File: src/rtl/perf_counter_pkg.sv
package perf_counter_pkg;
  localparam int ADDR_W  = 4;
  localparam int DATA_W  = 32;
  localparam int EVT_W   = 8;
  localparam int NUM_EVT = 5;

  localparam logic [DATA_W-1:0] UNLOCK_KEY = 32'hC5AC_CE55;
  localparam logic [3:0]        ABSENT_FLAGS = 4'b0000;

  localparam logic [ADDR_W-1:0] SEL_CTRL      = 4'd0;
  localparam logic [ADDR_W-1:0] SEL_CYC       = 4'd1;
  localparam logic [ADDR_W-1:0] SEL_EVT0      = 4'd2;
  localparam logic [ADDR_W-1:0] SEL_PCS       = 4'd7;
  localparam logic [ADDR_W-1:0] SEL_LOCK_ACC  = 4'd8;
  localparam logic [ADDR_W-1:0] SEL_LOCK_STAT = 4'd9;

  typedef struct packed {
    logic               cycRun;
    logic               ldCyc;
    logic [NUM_EVT-1:0] ldEvt;
  } perfStrobes_t;
endpackage

File: src/rtl/perf_counter_ctrl.sv
module perf_counter_ctrl
  import perf_counter_pkg::*;
#(
  parameter int unsigned NUM_CMP = 4
) (
  input  logic              clk,
  input  logic              rstN,
  input  logic              traceEn,
  input  logic [ADDR_W-1:0] regSel,
  input  logic              regWrEn,
  input  logic [DATA_W-1:0] regWrData,
  output perfStrobes_t      strb,
  output logic [DATA_W-1:0] ctrlRd,
  output logic              locked
);
  logic cycEnaQ, pcSampQ, excTrcQ;
  logic wrOk;

  assign wrOk = regWrEn && !locked;

  // lock access word is always writable; key opens, anything else closes
  always_ff @(posedge clk) begin
    if (!rstN) begin
      locked <= 1'b1;
    end else if (regWrEn && regSel == SEL_LOCK_ACC) begin
      locked <= (regWrData != UNLOCK_KEY);
    end
  end

  always_ff @(posedge clk) begin
    if (!rstN) begin
      cycEnaQ <= 1'b0;
      pcSampQ <= 1'b0;
      excTrcQ <= 1'b0;
    end else if (wrOk && regSel == SEL_CTRL) begin
      pcSampQ <= regWrData[12];
      excTrcQ <= regWrData[16];
      if (traceEn) cycEnaQ <= regWrData[0];
    end
  end

  always_comb begin
    strb.cycRun = cycEnaQ;
    strb.ldCyc  = wrOk && (regSel == SEL_CYC);
    for (int i = 0; i < NUM_EVT; i++) begin
      strb.ldEvt[i] = wrOk && (regSel == SEL_EVT0 + ADDR_W'(i));
    end
  end

  assign ctrlRd = {4'(NUM_CMP), ABSENT_FLAGS, 7'b0, excTrcQ, 3'b0, pcSampQ, 11'b0, cycEnaQ};
endmodule

File: src/rtl/perf_counter_dp.sv
module perf_counter_dp
  import perf_counter_pkg::*;
(
  input  logic               clk,
  input  logic               rstN,
  input  perfStrobes_t       strb,
  input  logic [DATA_W-1:0]  wrData,
  input  logic [NUM_EVT-1:0] evtVec,
  input  logic [DATA_W-1:0]  pcIn,
  input  logic               coreHalted,
  input  logic [ADDR_W-1:0]  regSel,
  input  logic [DATA_W-1:0]  ctrlRd,
  input  logic               locked,
  output logic [DATA_W-1:0]  rdData,
  output logic [NUM_EVT-1:0] ovfPulse,
  output logic [DATA_W-1:0]  cycCount
);
  logic [EVT_W-1:0]  evtCnt [NUM_EVT];
  logic [DATA_W-1:0] pcLast;

  always_ff @(posedge clk) begin
    if (!rstN)           cycCount <= '0;
    else if (strb.ldCyc) cycCount <= wrData;
    else if (strb.cycRun) cycCount <= cycCount + 1'b1;
  end

  always_ff @(posedge clk) begin
    if (!rstN) pcLast <= '0;
    else       pcLast <= pcIn;
  end

  for (genvar g = 0; g < NUM_EVT; g++) begin : gEvt
    always_ff @(posedge clk) begin
      if (!rstN) begin
        evtCnt[g]   <= '0;
        ovfPulse[g] <= 1'b0;
      end else begin
        ovfPulse[g] <= 1'b0;
        if (strb.ldEvt[g]) begin
          evtCnt[g] <= wrData[EVT_W-1:0];
        end else if (evtVec[g]) begin
          evtCnt[g]   <= evtCnt[g] + 1'b1;
          ovfPulse[g] <= &evtCnt[g];
        end
      end
    end
  end

  always_comb begin
    rdData = '0;
    case (regSel)
      SEL_CTRL:      rdData = ctrlRd;
      SEL_CYC:       rdData = cycCount;
      SEL_PCS:       rdData = coreHalted ? '1 : pcLast;
      SEL_LOCK_STAT: rdData = {{(DATA_W-2){1'b0}}, locked, 1'b1};
      default:       rdData = '0;
    endcase
    for (int i = 0; i < NUM_EVT; i++) begin
      if (regSel == SEL_EVT0 + ADDR_W'(i)) rdData = {{(DATA_W-EVT_W){1'b0}}, evtCnt[i]};
    end
  end
endmodule

File: src/rtl/perf_counter_unit.sv
module perf_counter_unit
  import perf_counter_pkg::*;
#(
  parameter int unsigned NUM_CMP = 4
) (
  input  logic               clk,
  input  logic               rstN,
  input  logic               traceEn,
  input  logic               coreHalted,
  input  logic [DATA_W-1:0]  pcIn,
  input  logic               evMultiCycle,
  input  logic               evFetchStall,
  input  logic               evException,
  input  logic               evSleep,
  input  logic               evLoadStore,
  input  logic               evFold,
  input  logic [ADDR_W-1:0]  regSel,
  input  logic               regWrEn,
  input  logic [DATA_W-1:0]  regWrData,
  output logic [DATA_W-1:0]  regRdData,
  output logic [NUM_EVT-1:0] ovfPulse
);
  perfStrobes_t       strb;
  logic [DATA_W-1:0]  ctrlRd;
  logic [DATA_W-1:0]  cycCount;
  logic               locked;
  logic [NUM_EVT-1:0] evtVec;

  // bit i feeds the counter at word 2+i
  assign evtVec = {evFold, evLoadStore, evSleep, evException, evMultiCycle | evFetchStall};

  perf_counter_ctrl #(.NUM_CMP(NUM_CMP)) uCtrl (
    .clk(clk), .rstN(rstN), .traceEn(traceEn), .regSel(regSel),
    .regWrEn(regWrEn), .regWrData(regWrData), .strb(strb),
    .ctrlRd(ctrlRd), .locked(locked)
  );

  perf_counter_dp uDp (
    .clk(clk), .rstN(rstN), .strb(strb), .wrData(regWrData), .evtVec(evtVec),
    .pcIn(pcIn), .coreHalted(coreHalted), .regSel(regSel), .ctrlRd(ctrlRd),
    .locked(locked), .rdData(regRdData), .ovfPulse(ovfPulse), .cycCount(cycCount)
  );
endmodule

File: config.mk
export PLATFORM = sky130hd
export DESIGN_NAME = perf_counter_unit
export DESIGN_NICKNAME = d
export VERILOG_FILES = /design/src/rtl/perf_counter_pkg.sv /design/src/rtl/perf_counter_ctrl.sv /design/src/rtl/perf_counter_dp.sv /design/src/rtl/perf_counter_unit.sv
export SDC_FILE = /design/constraint.sdc
export NUM_CORES = 1
export LEC_CHECK = 0
export ABC_AREA = 0
export BUFFER_PORTS_ARGS = -buffer_cell sky130_fd_sc_hd__clkbuf_2
export CAP_MARGIN = 25
export CORE_ASPECT_RATIO = 0.5
export CORE_MARGIN = 5
export CORE_UTILIZATION = 45
export CTS_CLUSTER_DIAMETER = 80
export DETAILED_ROUTE_END_ITERATION = 16
export PLACE_DENSITY = 0.67
export SYNTH_ARGS = -nofsm -noshare
export SYNTH_HDL_FRONTEND = slang
export SYNTH_SLANG_ARGS = --single-unit
export TNS_END_PERCENT = 5
File: constraint.sdc
create_clock -name clk -period 4.7 [get_ports clk]
set_clock_uncertainty 0.15 [all_clocks]
set_input_delay 0.235 -clock clk [delete_from_list [all_inputs] [get_ports clk]]
set_output_delay 0.235 -clock clk [all_outputs]
set_load 0.02 [all_outputs]
* Yosys cells after proc, flatten, opt, wreduce, memory -nomap -nowiden
Memories as Yosys holds them, arrays and structs flattened.
Cells that the tools add are included.
** Storage, ports and cells
- Bits in writable memories :: 40
- Input bits :: 79
- Logic and storage cells :: 123
- Memories :: 1
- Output and inout port bits :: 37
- Bits in registers :: 73
** Memory list
- uDp.evtCnt :: words 5, bits a word 8, read ports 5, clocked after Yosys merged registers in 0, wr ports 5, line perf_counter_dp.sv:18 : logic [EVT_W-1:0] evtCnt [NUM_EVT];
** Operators by class
- Muxes and demuxes :: 55
- Reductions and logical operators :: 23
- Add/subtract/negate cells :: 6
- Eq/ne operators :: 10
- Bitwise gates (word level) :: 17
** Operators with widths (count)
- $mux 32 :: 8
- $pmux 32 s4 :: 1
- $mux 8 :: 10
- $add 8x1->8 const B :: 5
- $reduce_and 8->1 :: 5
- $mux 1 :: 36
- $add 32x1->32 const B :: 1
- $ne 32x32->1 const B :: 1
- $eq 4x3->1 const B :: 4
- $reduce_or 3->1 :: 5
- $or 1x1->1 :: 11
- $logic_and 1x1->1 :: 9
- $eq 4x2->1 const B :: 2
- $eq 4x4->1 const B :: 2
- $not 1->1 :: 6
- $eq 4x1->1 const B :: 1
- $logic_not 4->1 :: 1
- $reduce_and 2->1 :: 1
- $reduce_bool 2->1 :: 1
- $logic_not 1->1 :: 1

* Longest topological paths before layout
Gate-level depths: netlist (run 1).
- Word-level depth :: 8
- Depth in mapped cells :: 8
- Mapped depth without buffers :: 6

* Cells and area by module
A second synthesis (run 1) with hierarchy kept.
** Unflattened totals
- Cells, all modules :: 810
- Area, all modules :: 6852.8 sq um
** By module, submodules not included
- perf_counter_dp :: cells each 735, area each 6233.5 sq um, times used 1
- perf_counter_ctrl :: cells each 74, area each 613.1 sq um, times used 1
- perf_counter_unit :: cells each 1, area each 6.3 sq um, times used 1

* Least setup slack after synthesis (run 1)
No wires, ideal clock.
- Path kind :: input to output
- From :: input regSel[2]
- To :: output regRdData[10]
- Slack :: 2641 ps
- Cell stages on the path :: 6
- Buffers on the path :: 3
- Arrival :: 1674 ps
- Path through :: buf_2 nor2b_1 clkbuf_1 nand2_1 clkbuf_1 o21ai_0
** On the way
- Longest elaborated chain between the ends :: 7
** Ends and longest elaborated chain
- start, declared :: line perf_counter_unit.sv:17 : input logic [ADDR_W-1:0] regSel,
- $eq 4x4->1, or another cell as far along :: line perf_counter_dp.sv:51 : case (regSel)
- $pmux 32 s4 :: line perf_counter_dp.sv:51
- $mux 32 (4 in a row) :: line perf_counter_dp.sv:59 : if (regSel == SEL_EVT0 + ADDR_W'(i)) rdData = {{(DATA_W-EVT_W){1'b0}}, evtCnt[i]};
- $mux 32 * :: line perf_counter_dp.sv:59
- end, declared :: line perf_counter_unit.sv:20 : output logic [DATA_W-1:0] regRdData,
Every way passes the cells marked *; elsewhere a longest branch is shown, timed or not.

* Final worst setup path (run 1)
- From :: input regSel[2]
- To :: output regRdData[1]
Same word-level chain as after synthesis.

==> summary.txt, run 1 <==
Logic synthesis
  • Portion of netlist area occupied by mux cells: 1.12%
  • Seq/Total Area, Yosys: 42.6%
  • Area share of fa/ha/maj cells after synthesis: 1.20%
  • Yosys warns: 0
  • Post-Syn Area: 6250 sq um
  • EDFF count, synth: 40
  • Largest cells by area after synthesis: dfxtp_1 (23%), edfxtp_1 (19%), nand2_1 (5.9%)
  • Synth area leader: dfxtp_1
  • Synth top area share: 23.4%
  • Dominant synthesized flop cell: dfxtp_1
  • Main combinational cell family by area after synthesis: simple AND/OR/NAND/NOR gates
  • Compound-Gate Fraction of Synth Area: 16.9%
  • Netlist cell types: 57
  • Synth Register Bits: 113
  • Syn Area/Cell: 8.45 sq um
  • Syn Inst Count: 740
  • XOR/XNOR share of the synthesized area: 8.54%
  • Share of synthesized registers carrying an async set or reset: 0%
  • Syn_nets: 825
  • Post-Synth Simple-Gate Area: 26.8%

Power and ir drop
  • Worst vdd ir: 0.186 mV
  • Total Power: 2.58 mW
  • Leak pwr: 3.11 nW
  • PwrDens: 323 nW/um^2

Cells and area
  • Area grow syn2layout: 27.8%
  • Reg area: 2660 sq um
  • Fillers: 1249
  • Commonest non-fill, non-tap cell in the layout: clkbuf_2
  • Non-filler cells, final: 1094
  • Multi-input logic area: 3420 sq um
  • Most frequent cells in the layout: clkbuf_2 (115), nand2_1 (98), dfxtp_1 (73), nor2_1 (69), o21ai_0 (59)
  • # diodes: 0
  • # nets final: 974
  • Share of cells above drive strength 1: 17.6%

Route
  • Total wire length: 20100 microns
  • WL/cell: 18.4 microns
  • Avg Vias per Cell: 5.63
  • DRC violations left: 0
  • Iter 0 DRT Violations: 704
  • Via count: 6161
  • Post-route ant nets: 0
  • Pre-antenna DRT Iters: 8

Clocking
  • Clk buf depth: 2
  • CTS tree: yes
  • Clk root buf: clkbuf_16
  • H-tree levels: 4
  • Clock sink total: 113
  • CTS buffer count: 17
  • CTS resizes: 0
  • Skew-Pair Late Insertion Delay: 420 ps
  • CTS clk-pin slew, worst paths: 60 ps

Floorplanning
  • Horiz. Die Dim: 177 microns
  • Die Y: 93.4 microns
  • I/O pin count: 116
  • DIE AREA: 16500 sq um
  • Initial core utilization: 46.0%
  • Row cnt: 30
  • Core Area: 13600 sq um

STA
  • Fin. Hold Viols: 0
  • Setup_tns: 0 ps
  • Tcrit/Tclk final: 70.2%
  • Min Tclk post-route: 3300 ps
  • Max-slew violations: 0
  • Hold_ws: 20.7 ps
  • Setup ws final: 1400 ps
  • RSZ-0062 raised after global routing: false
  • Slew Limit Headroom: 31.8%
  • # setup viols final: 0
  • Slew @ Worst Pin: 1020 ps
  • Max Fclk: 0.303 GHz

Critical path
  • Slowest cell delay on critical path: 740 ps
  • CP Class: primary input to primary output
  • Top Family by Delay on Critical Path: simple AND/OR/NAND/NOR gates
  • CP Data Arrival Time: 2920 ps
  • CP required: 4320 ps
  • Worst setup EP type: primary output
  • CP Cell Sequence: clkbuf_2 -> nor2b_1 -> nand2_1 -> o221ai_1 -> o21ai_0 -> a22oi_1 -> clkbuf_2
  • CP bufs+invs: 2
  • Crit Path Max Fanout: 25
  • Kind of start point of the critical path: primary input
  • CP most frequent cell: clkbuf_2
  • Slowest CP cell: nand2_1

Job
  • Max-cap violations: 0

Placed design
  • Setup WS pre-CTS: 1450 ps
  • Port Buffer Count: 115
  • DPL Wire Length: 13800 microns
  • Inst Count DP: 1013
  • RD Place Congestion: 0.940

Global routing
  • Initial antenna violation count: 0
  • First-pass GRT wire length: 31200 microns
  • Grt total ovfl: 0
  • Global-route usage over all layers: 24.4%
  • Vias in the first global route: 5778
  • Largest net degree at the start of global routing: 54

Status
  • Status: finished, final reports clean

Hold path
  • Worst min path class: primary input to flip-flop
==> flip-flops by register name, summed over array words and instances (netlist names) <==
register and count:
uDp.pcLast 32, uDp.ovfPulse 5, uCtrl.locked 1, uCtrl.cycEnaQ 1
uDp.evtCnt 40, uCtrl.pcSampQ 1, uCtrl.excTrcQ 1, uDp.cycCount 32
==> cell type report <==
type	count	share of cell area (%)
well taps	192	3.01
repair buffers	168	13.7
inverters	8	0.376
flip-flops and latches	113	33.3
clock buffers	22	5.82
multi-input cells	581	42.7
clock inverters	10	1.05
==> repair_timing <==
item	4_1_cts	5_1_grt
endpoints found under the hold margin	49	0
buffers inserted	0	0
hold buffers	49	0
==> cells by family (layout without fill, tap and decap cells) <==
| logic type | after synthesis | after routing |
|---|---|---|
| AND/OR/NAND/NOR | 323 | 323 |
| AO/OA/AOI/OAI | 184 | 184 |
| flip-flops | 113 | 113 |
| XOR/XNOR | 61 | 61 |
| buffers and inverters | 46 | 208 |
| multiplexers | 7 | 7 |
| adder cells (fa/ha/maj) | 6 | 6 |
==> synth_stat cells, drive strengths merged, types with 16 or more instances <==
cell type,n
and2,37
nand4,17
edfxtp,40
a21oi,37
nand3,38
o22ai,16
xnor2,21
nand2,98
xor2,40
o21ai,93
dfxtp,73
clkbuf,35
nor2,69
==> power breakdown <==
part | leakage (nW) | total [mW] | internal (mW) | switching, mW
Combinational | 1.79 | 0.262 | 0.113 | 0.150
Sequential | 1.04 | 1.10 | 1.06 | 0.0386
Clock | 0.273 | 1.22 | 0.754 | 0.468
==> worst reg2reg max path: stages (launching register included) <==
cell     delay, ps
dfxtp_1        340
nor2b_1        490
nand2_1        160
nor3_1         730
nand2_1        130
o21ai_1        100
==> stage by stage <==
| step | util, % | instance area [sq um] |
|---|---|---|
| 2_1_floorplan | - | 6250 |
| 3_3_place_gp | 51.2 | 6950 |
| 3_5_place_dp | 51.2 | 6950 |
| 4_1_cts | 58.8 | 7990 |
| 5_1_grt | 58.8 | 7990 |
| 6_report | 58.8 | 7990 |
==> worst paths after layout <==
check,cells after the start,startpoint,to,slack (ps)
hold reg to reg,2,uCtrl.excTrcQ$_SDFFE_PN0P_,uCtrl.excTrcQ$_SDFFE_PN0P_,360
setup reg to reg,5,uCtrl.locked$_SDFFE_PN1P_,uDp.evtCnt[0][5]$_DFFE_PP_,2460
hold / removal,3,evFold,uDp.ovfPulse[4]$_SDFF_PP0_,20
setup / recovery,7,regSel[2],regRdData[1],1400
==> metal layers <==
metal | vias up | routed length (microns) | track usage [%]
met5 | - | 0 | 0
li1 | 2950 | - | -
met1 | 2925 | 9170 | 34.6
met4 | 0 | 395 | 8.11
met2 | 246 | 8950 | 37.4
met3 | 40 | 1580 | 4.77
(Power assumes the default switching activity.)
==> inputs of run 2 (changes only) <==
--- a/config.mk
+++ b/config.mk
@@ -5,7 +5,7 @@
 export SDC_FILE = /design/constraint.sdc
 export NUM_CORES = 1
 export LEC_CHECK = 0
-export ABC_AREA = 0
+export ABC_AREA = 1
 export BUFFER_PORTS_ARGS = -buffer_cell sky130_fd_sc_hd__clkbuf_2
 export CAP_MARGIN = 25
 export CORE_ASPECT_RATIO = 0.5
@@ -13,7 +13,7 @@
 export CORE_UTILIZATION = 45
 export CTS_CLUSTER_DIAMETER = 80
 export DETAILED_ROUTE_END_ITERATION = 16
-export PLACE_DENSITY = 0.67
+export PLACE_DENSITY = 0.66
 export SYNTH_ARGS = -nofsm -noshare
 export SYNTH_HDL_FRONTEND = slang
 export SYNTH_SLANG_ARGS = --single-unit
==> constraint.sdc (replaced) <==
create_clock -name clk -period 3.32 [get_ports clk]
set_clock_uncertainty 0.15 [all_clocks]
set_input_delay 0.166 -clock clk [delete_from_list [all_inputs] [get_ports clk]]
set_output_delay 0.166 -clock clk [all_outputs]
set_load 0.02 [all_outputs]
==> summary.txt, run 2 <==
Status
  • Status: finished, final reports clean

STA
  • Min Tclk post-route: 2730 ps
  • Fin. Hold Viols: 0 (unchanged)
  • Slew Limit Headroom: 55.6% (+24 points)
  • Tcrit/Tclk final: 82.1%
  • Slew @ Worst Pin: 665 ps (-357 ps)
  • Max-slew violations: 0 (unchanged)
  • RSZ-0062 raised after global routing: false
  • Setup_tns: 0 ps (unchanged)
  • # setup viols final: 0 (unchanged)
  • Hold_ws: 13.4 ps (-7.36 ps)
  • Max Fclk: 0.367 GHz

Cells and area
  • Reg area: 2660 sq um (unchanged)
  • Share of cells above drive strength 1: 15.4% (-2.2 points)
  • Max reg flops: 40 (unchanged)
  • Biggest regs: uDp.evtCnt: 40 flops, uDp.cycCount: 32 flops, uDp.pcLast: 32 flops
  • # nets final: 1216 (+25%)
  • Multi-input logic area: 3280 sq um (-3.9%)
  • Fillers: 1347 (+7.8%)
  • Top reg by flops: uDp.evtCnt
  • Commonest non-fill, non-tap cell in the layout: nand2_1
  • Most frequent cells in the layout: nand2_1 (251), inv_1 (126), clkbuf_2 (115), nor2_1 (99), o21ai_0 (99)
  • # diodes: 0 (unchanged)
  • Area grow syn2layout: 31.3%

Clocking
  • H-tree levels: 4 (unchanged)
  • Clk buf depth: 2 (unchanged)
  • Skew-Pair Late Insertion Delay: 420 ps (about the same)
  • CTS clk-pin slew, worst paths: 60 ps (about the same)
  • CTS tree: yes
  • Post-CTS Setup Bufs: 0 (unchanged)
  • Clk root buf: clkbuf_16
  • CTS resizes: 0 (unchanged)
  • Hold_buf cts: 71 (+45%)
  • CTS buffer count: 17 (unchanged)
  • Clock sink total: 113 (unchanged)

Hold path
  • Worst min path class: primary input to flip-flop

Global routing
  • First-pass GRT wire length: 35400 microns (+13%)
  • Largest net degree at the start of global routing: 45 (-17%)
  • Grt total ovfl: 0 (unchanged)
  • Global-route usage over all layers: 26.0% (+1.6 points)
  • Vias in the first global route: 6889 (+19%)
  • Initial antenna violation count: 0 (unchanged)

Power and ir drop
  • Worst vdd ir: 0.361 mV (+94%)
  • PwrDens: 447 nW/um^2 (+39%)
  • Leak pwr: 3.81 nW (+23%)
  • Total Power: 3.86 mW (+50%)

Floorplanning
  • Row cnt: 31 (+3.3%)
  • Initial core utilization: 45.7% (-0.35 points)
  • Core Area: 14400 sq um (+5.9%)
  • Horiz. Die Dim: 181 microns (+2.4%)
  • Die Y: 95.5 microns (+2.2%)
  • I/O pin count: 116 (unchanged)
  • DIE AREA: 17300 sq um (+4.7%)

Logic synthesis
  • Syn Area/Cell: 6.95 sq um (-18%)
  • Synth top area share: 22.2% (-1.1 points)
  • Seq/Total Area, Yosys: 40.5% (-2.1 points)
  • Synth Register Bits: 113 (unchanged)
  • Synth area leader: dfxtp_1
  • Share of synthesized registers carrying an async set or reset: 0% (unchanged)
  • Largest cells by area after synthesis: dfxtp_1 (22%), edfxtp_1 (18%), nand2_1 (14%)
  • Yosys warns: 0 (unchanged)
  • Netlist cell types: 36 (-37%)
  • EDFF count, synth: 40 (unchanged)
  • Most frequent cell after synthesis: nand2_1
  • Syn Inst Count: 946 (+28%)
  • Dominant synthesized flop cell: dfxtp_1
  • Post-Syn Area: 6570 sq um (+5.1%)
  • Syn_nets: 1031 (+25%)
  • Top post-synthesis cells by count: nand2_1 (251), inv_1 (126), nor2_1 (99), o21ai_0 (99), dfxtp_1 (73)

Route
  • Total wire length: 22100 microns (+10%)
  • Via count: 7184 (+17%)
  • DRC violations left: 0 (unchanged)
  • Pre-antenna DRT Iters: 5 (-3)
  • Post-route ant nets: 0 (unchanged)
  • WL/cell: 16.5 microns (-10%)
  • Avg Vias per Cell: 5.35 (-4.9%)
  • Iter 0 DRT Violations: 591 (-16%)

Critical path
  • CP most frequent cell: clkbuf_2
  • CP Data Arrival Time: 2410 ps (-510 ps)
  • CP bufs+invs: 3 (+1)
  • Slowest cell delay on critical path: 530 ps (-210 ps)
  • Top Family by Delay on Critical Path: buffers and inverters
  • Worst setup EP type: primary output
  • CP Cell Sequence: dlygate4sd3_1 -> clkbuf_2 -> nor2_1 -> nand2_1 -> o21ai_0 -> o22ai_1 -> nand4_1 -> clkbuf_2
  • CP Class: primary input to primary output
  • Crit Path Max Fanout: 23 (-8.0%)
  • Kind of start point of the critical path: primary input
  • CP required: 3000 ps (-1320 ps)
  • Slowest CP cell: dlygate4sd3_1

Placed design
  • Port Buffer Count: 115 (unchanged)
  • RD Place Congestion: 0.939 (about the same)
  • DPL Wire Length: 15800 microns (+15%)

Job
  • Max-cap violations: 0 (unchanged)
[run 2: logic make-up after synthesis]
| logic type | count (synthesis) | share of synthesized area, % |
|---|---|---|
| adders and majority gates | 6 | 1.14 |
| buffers and inverters | 158 | 9.54 |
| AOI/OAI and AO/OA | 197 | 16.3 |
| DFF | 113 | 40.5 |
| and+or+nand+nor | 447 | 29.2 |
| xor gates and xnor gates | 25 | 3.33 |
[run 2: final cells by class]
cell class	count	share of cell area (%)
flip-flops and latches	113	30.9
clock buffers	19	5.51
well taps	198	2.87
clock inverters	13	1.65
inverters	135	5.89
repair buffers	189	15.2
multi-input cells	675	38.1
[run 2: power by group]
group	total, mW	switching (mW)	internal, mW
logic	0.368	0.213	0.155
registers	1.54	0.0429	1.50
clock network	1.95	0.742	1.21
total	3.86	0.998	2.86
[run 2: metal layers]
metal  track usage [%]  routed length (microns)  vias up
met1              33.9                     9910     3374
li1                  -                        -     3486
met4              8.24                      381        0
met5                 0                        0        -
met3              4.31                     1430       30
met2              44.6                    10400      294
[run 2: tightest hold or removal path, stage by stage]
cell and delay [ps]:
clkbuf_2 80, inv_1 110, nor4_1 80, nand2_1 60, nand2_1 40
[run 2: worst paths after layout]
path / from / endpoint / slack [ps] / cells after the start
hold / removal: regWrEn / uCtrl.locked$_SDFFE_PN1P_ / 10 / 5
setup reg to reg: uCtrl.locked$_SDFFE_PN1P_ / uCtrl.cycEnaQ$_SDFFE_PN0P_ / 780 / 7
hold reg to reg: uDp.cycCount[28]$_SDFFE_PN0P_ / uDp.cycCount[28]$_SDFFE_PN0P_ / 360 / 2
setup / recovery: regSel[2] / regRdData[3] / 590 / 8
[run 2: metrics by stage]
step                      utilization (%)  std cells  area (sq um)  worst slack, ps
after floorplan                         -        946          6570             1610
after global placement               50.7       1239          7300             1110
after detailed placement             50.7       1239          7300             1100
after CTS                            60.0       1342          8630              638
after global routing                 60.0       1342          8630              411
final                                60.0       1342          8630              594
==> inputs of run 3 (changes only) <==
--- a/config.mk
+++ b/config.mk
@@ -13,7 +13,7 @@
 export CORE_UTILIZATION = 45
 export CTS_CLUSTER_DIAMETER = 80
 export DETAILED_ROUTE_END_ITERATION = 16
-export PLACE_DENSITY = 0.66
+export PLACE_DENSITY = 0.69
 export SYNTH_ARGS = -nofsm -noshare
 export SYNTH_HDL_FRONTEND = slang
 export SYNTH_SLANG_ARGS = --single-unit
==> constraint.sdc (replaced) <==
create_clock -name clk -period 2.31 [get_ports clk]
set_clock_uncertainty 0.15 [all_clocks]
set_input_delay 0.1155 -clock clk [delete_from_list [all_inputs] [get_ports clk]]
set_output_delay 0.1155 -clock clk [all_outputs]
set_load 0.02 [all_outputs]
==> summary.txt, run 3 (synthesis results as in run 2) <==
Cells and area
  • Fillers: 1304 (-3.2%)
  • # nets final: 1225 (+0.74%)
  • Max reg flops: 40 (unchanged)
  • Share of cells above drive strength 1: 16.2% (+0.83 points)
  • Multi-input logic area: 3280 sq um (unchanged)
  • Most frequent cells in the layout: nand2_1 (251), inv_1 (126), clkbuf_2 (115), nor2_1 (99), o21ai_0 (99)
  • Final Cell Area: 8720 sq um (+1.0%)
  • Area grow syn2layout: 32.6%
  • Reg area: 2660 sq um (unchanged)
  • Commonest non-fill, non-tap cell in the layout: nand2_1
  • Biggest regs: uDp.evtCnt: 40 flops, uDp.cycCount: 32 flops, uDp.pcLast: 32 flops
  • Top reg by flops: uDp.evtCnt

Route
  • DRC violations left: 0 (unchanged)
  • WL/cell: 16.7 microns (+1.2%)
  • Met1 wire length: 9730 microns (-1.8%)
  • Post-route ant nets: 0 (unchanged)
  • Metal3 WL: 1540 microns (+8.0%)
  • Via count: 7268 (+1.2%)
  • Top sig layer: met4
  • Iter 0 DRT Violations: 712 (+20%)
  • Pre-antenna DRT Iters: 6 (+1)
  • Total wire length: 22600 microns (+2.0%)
  • Met2 WL: 10800 microns (+3.5%)
  • Avg Vias per Cell: 5.38 (+0.42%)

Critical path
  • FF-to-FF End: uDp.cycCount[30]$_SDFFE_PN0P_
  • CP Data Arrival Time: 2260 ps (-150 ps)
  • Worst setup EP type: flip-flop
  • CP Class: flip-flop to flip-flop
  • R2R cell count: 12 (+5)
  • CP required: 2490 ps (-510 ps)
  • Crit Path Max Fanout: 6 (-74%)
  • R2r startpoint: uDp.cycCount[1]$_SDFFE_PN0P_
  • Kind of start point of the critical path: flip-flop
  • Flop-to-flop setup slack: 220 ps (-560 ps)
  • CP Launch Point: uDp.cycCount[1]$_SDFFE_PN0P_

Floorplanning
  • I/O pin count: 116 (unchanged)
  • Core Area: 14400 sq um (unchanged)
  • DIE AREA: 17300 sq um (unchanged)
  • Die Y: 95.5 microns (unchanged)
  • Horiz. Die Dim: 181 microns (unchanged)
  • Row cnt: 31 (unchanged)
  • Initial core utilization: 45.7% (unchanged)

STA
  • Min Tclk post-route: 2090 ps
  • Setup ws final: 221 ps (-373 ps)
  • Max-slew violations: 0 (unchanged)
  • Fin. Hold Viols: 0 (unchanged)
  • Setup_tns: 0 ps (unchanged)
  • RSZ-0062 raised after global routing: false
  • Slew Limit Headroom: 64.1% (+8.5 points)
  • Max Fclk: 0.479 GHz
  • Slew @ Worst Pin: 539 ps (-126 ps)
  • # setup viols final: 0 (unchanged)
  • Tcrit/Tclk final: 90.4%

Hold path
  • Worst min path class: primary input to flip-flop
  • Worst Hold Launch: regWrData[21]
  • WHS Endpoint: uDp.cycCount[21]$_SDFFE_PN0P_
  • WHS Path Cells: 5 (unchanged)

Clocking
  • Clk buf depth: 2 (unchanged)
  • H-tree levels: 4 (unchanged)
  • Skew-Pair Late Insertion Delay: 420 ps (about the same)
  • Post-CTS Setup Bufs: 0 (unchanged)
  • Clk root buf: clkbuf_16
  • CTS buffer count: 17 (unchanged)
  • CTS clk-pin slew, worst paths: 70 ps (about the same)
  • Clock sink total: 113 (unchanged)
  • CTS tree: yes

Power and ir drop
  • Worst vdd ir: 0.511 mV (+42%)
  • PwrDens: 648 nW/um^2 (+45%)
  • Total Power: 5.65 mW (+46%)
  • Leak pwr: 3.87 nW (+1.5%)

Global routing
  • First-pass GRT wire length: 35000 microns (-1.1%)
  • Largest net degree at the start of global routing: 45 (unchanged)
  • Grt total ovfl: 0 (unchanged)
  • Initial antenna violation count: 0 (unchanged)
  • Global-route usage over all layers: 25.8% (-0.21 points)
  • Vias in the first global route: 6910 (+0.30%)

Placed design
  • RD Place Congestion: 0.982 (+4.5%)
  • Port Buffer Count: 115 (unchanged)
  • Setup WS pre-CTS: 265 ps (-839 ps)
  • DP Area: 7380 sq um (+1.1%)
  • DPL Wire Length: 16200 microns (+2.3%)

Job
  • Max-cap violations: 0 (unchanged)

Status
  • Status: finished, final reports clean
## run 3: what timing repair did
item / in CTS / in global routing
hold buffers: 69 / 0
resized for setup: 0 / 0
setup endpoints to repair: 0 / 0
hold endpoints to repair: 82 / 0
## run 3: worst max-delay path, stage by stage, from the launching register on
cell,delay [ps]
dfxtp_1,400
ha_1,250
inv_1,70
nor2_2,270
nand2_1,160
nor2_1,290
nand2_1,90
nand2_1,60
nand2_1,50
nand2_1,50
nand3_1,60
nand2_1,60
inv_1,40
## run 3: worst max-delay path by stage
stage,to,cells after the start
detailed placement,uDp.cycCount[30]$_SDFFE_PN0P_,12
floorplan,uDp.cycCount[30]$_SDFFE_PN0P_,12
CTS,uDp.cycCount[30]$_SDFFE_PN0P_,12
finish,uDp.cycCount[30]$_SDFFE_PN0P_,12
global route,uDp.cycCount[30]$_SDFFE_PN0P_,12
global placement,uDp.cycCount[30]$_SDFFE_PN0P_,12
## run 3: through the flow
step | utilization (%) | cells | hold slack, ps
3_5_place_dp | 51.3 | 1250 | 151
2_1_floorplan | - | 946 | 63.1
3_3_place_gp | 51.3 | 1250 | 147
4_1_cts | 60.6 | 1351 | 6.92
6_report | 60.6 | 1352 | 12.5
5_1_grt | 60.6 | 1351 | 54.7
## run 3: area by class of cell
class / count / share of cell area [%]
Sequential cell: 113 / 30.5
Multi-Input combinational cell: 675 / 37.7
Timing Repair Buffer: 198 / 15.7
Tap cell: 198 / 2.84
Clock buffer: 19 / 5.45
Clock inverter: 13 / 1.91
Antenna cell: 1 / 0.0287
Inverter: 135 / 5.83
## run 3: power by group
part,total [mW],switching (mW),internal [mW]
combinational,0.532,0.310,0.223
sequential,2.22,0.0628,2.15
clock,2.90,1.06,1.84
## run 3: per-layer routing
layer	vias up	global-route usage, %
met5	-	0
met4	0	9.12
met3	44	4.31
met2	302	45.1
met1	3416	32.7
li1	3506	-
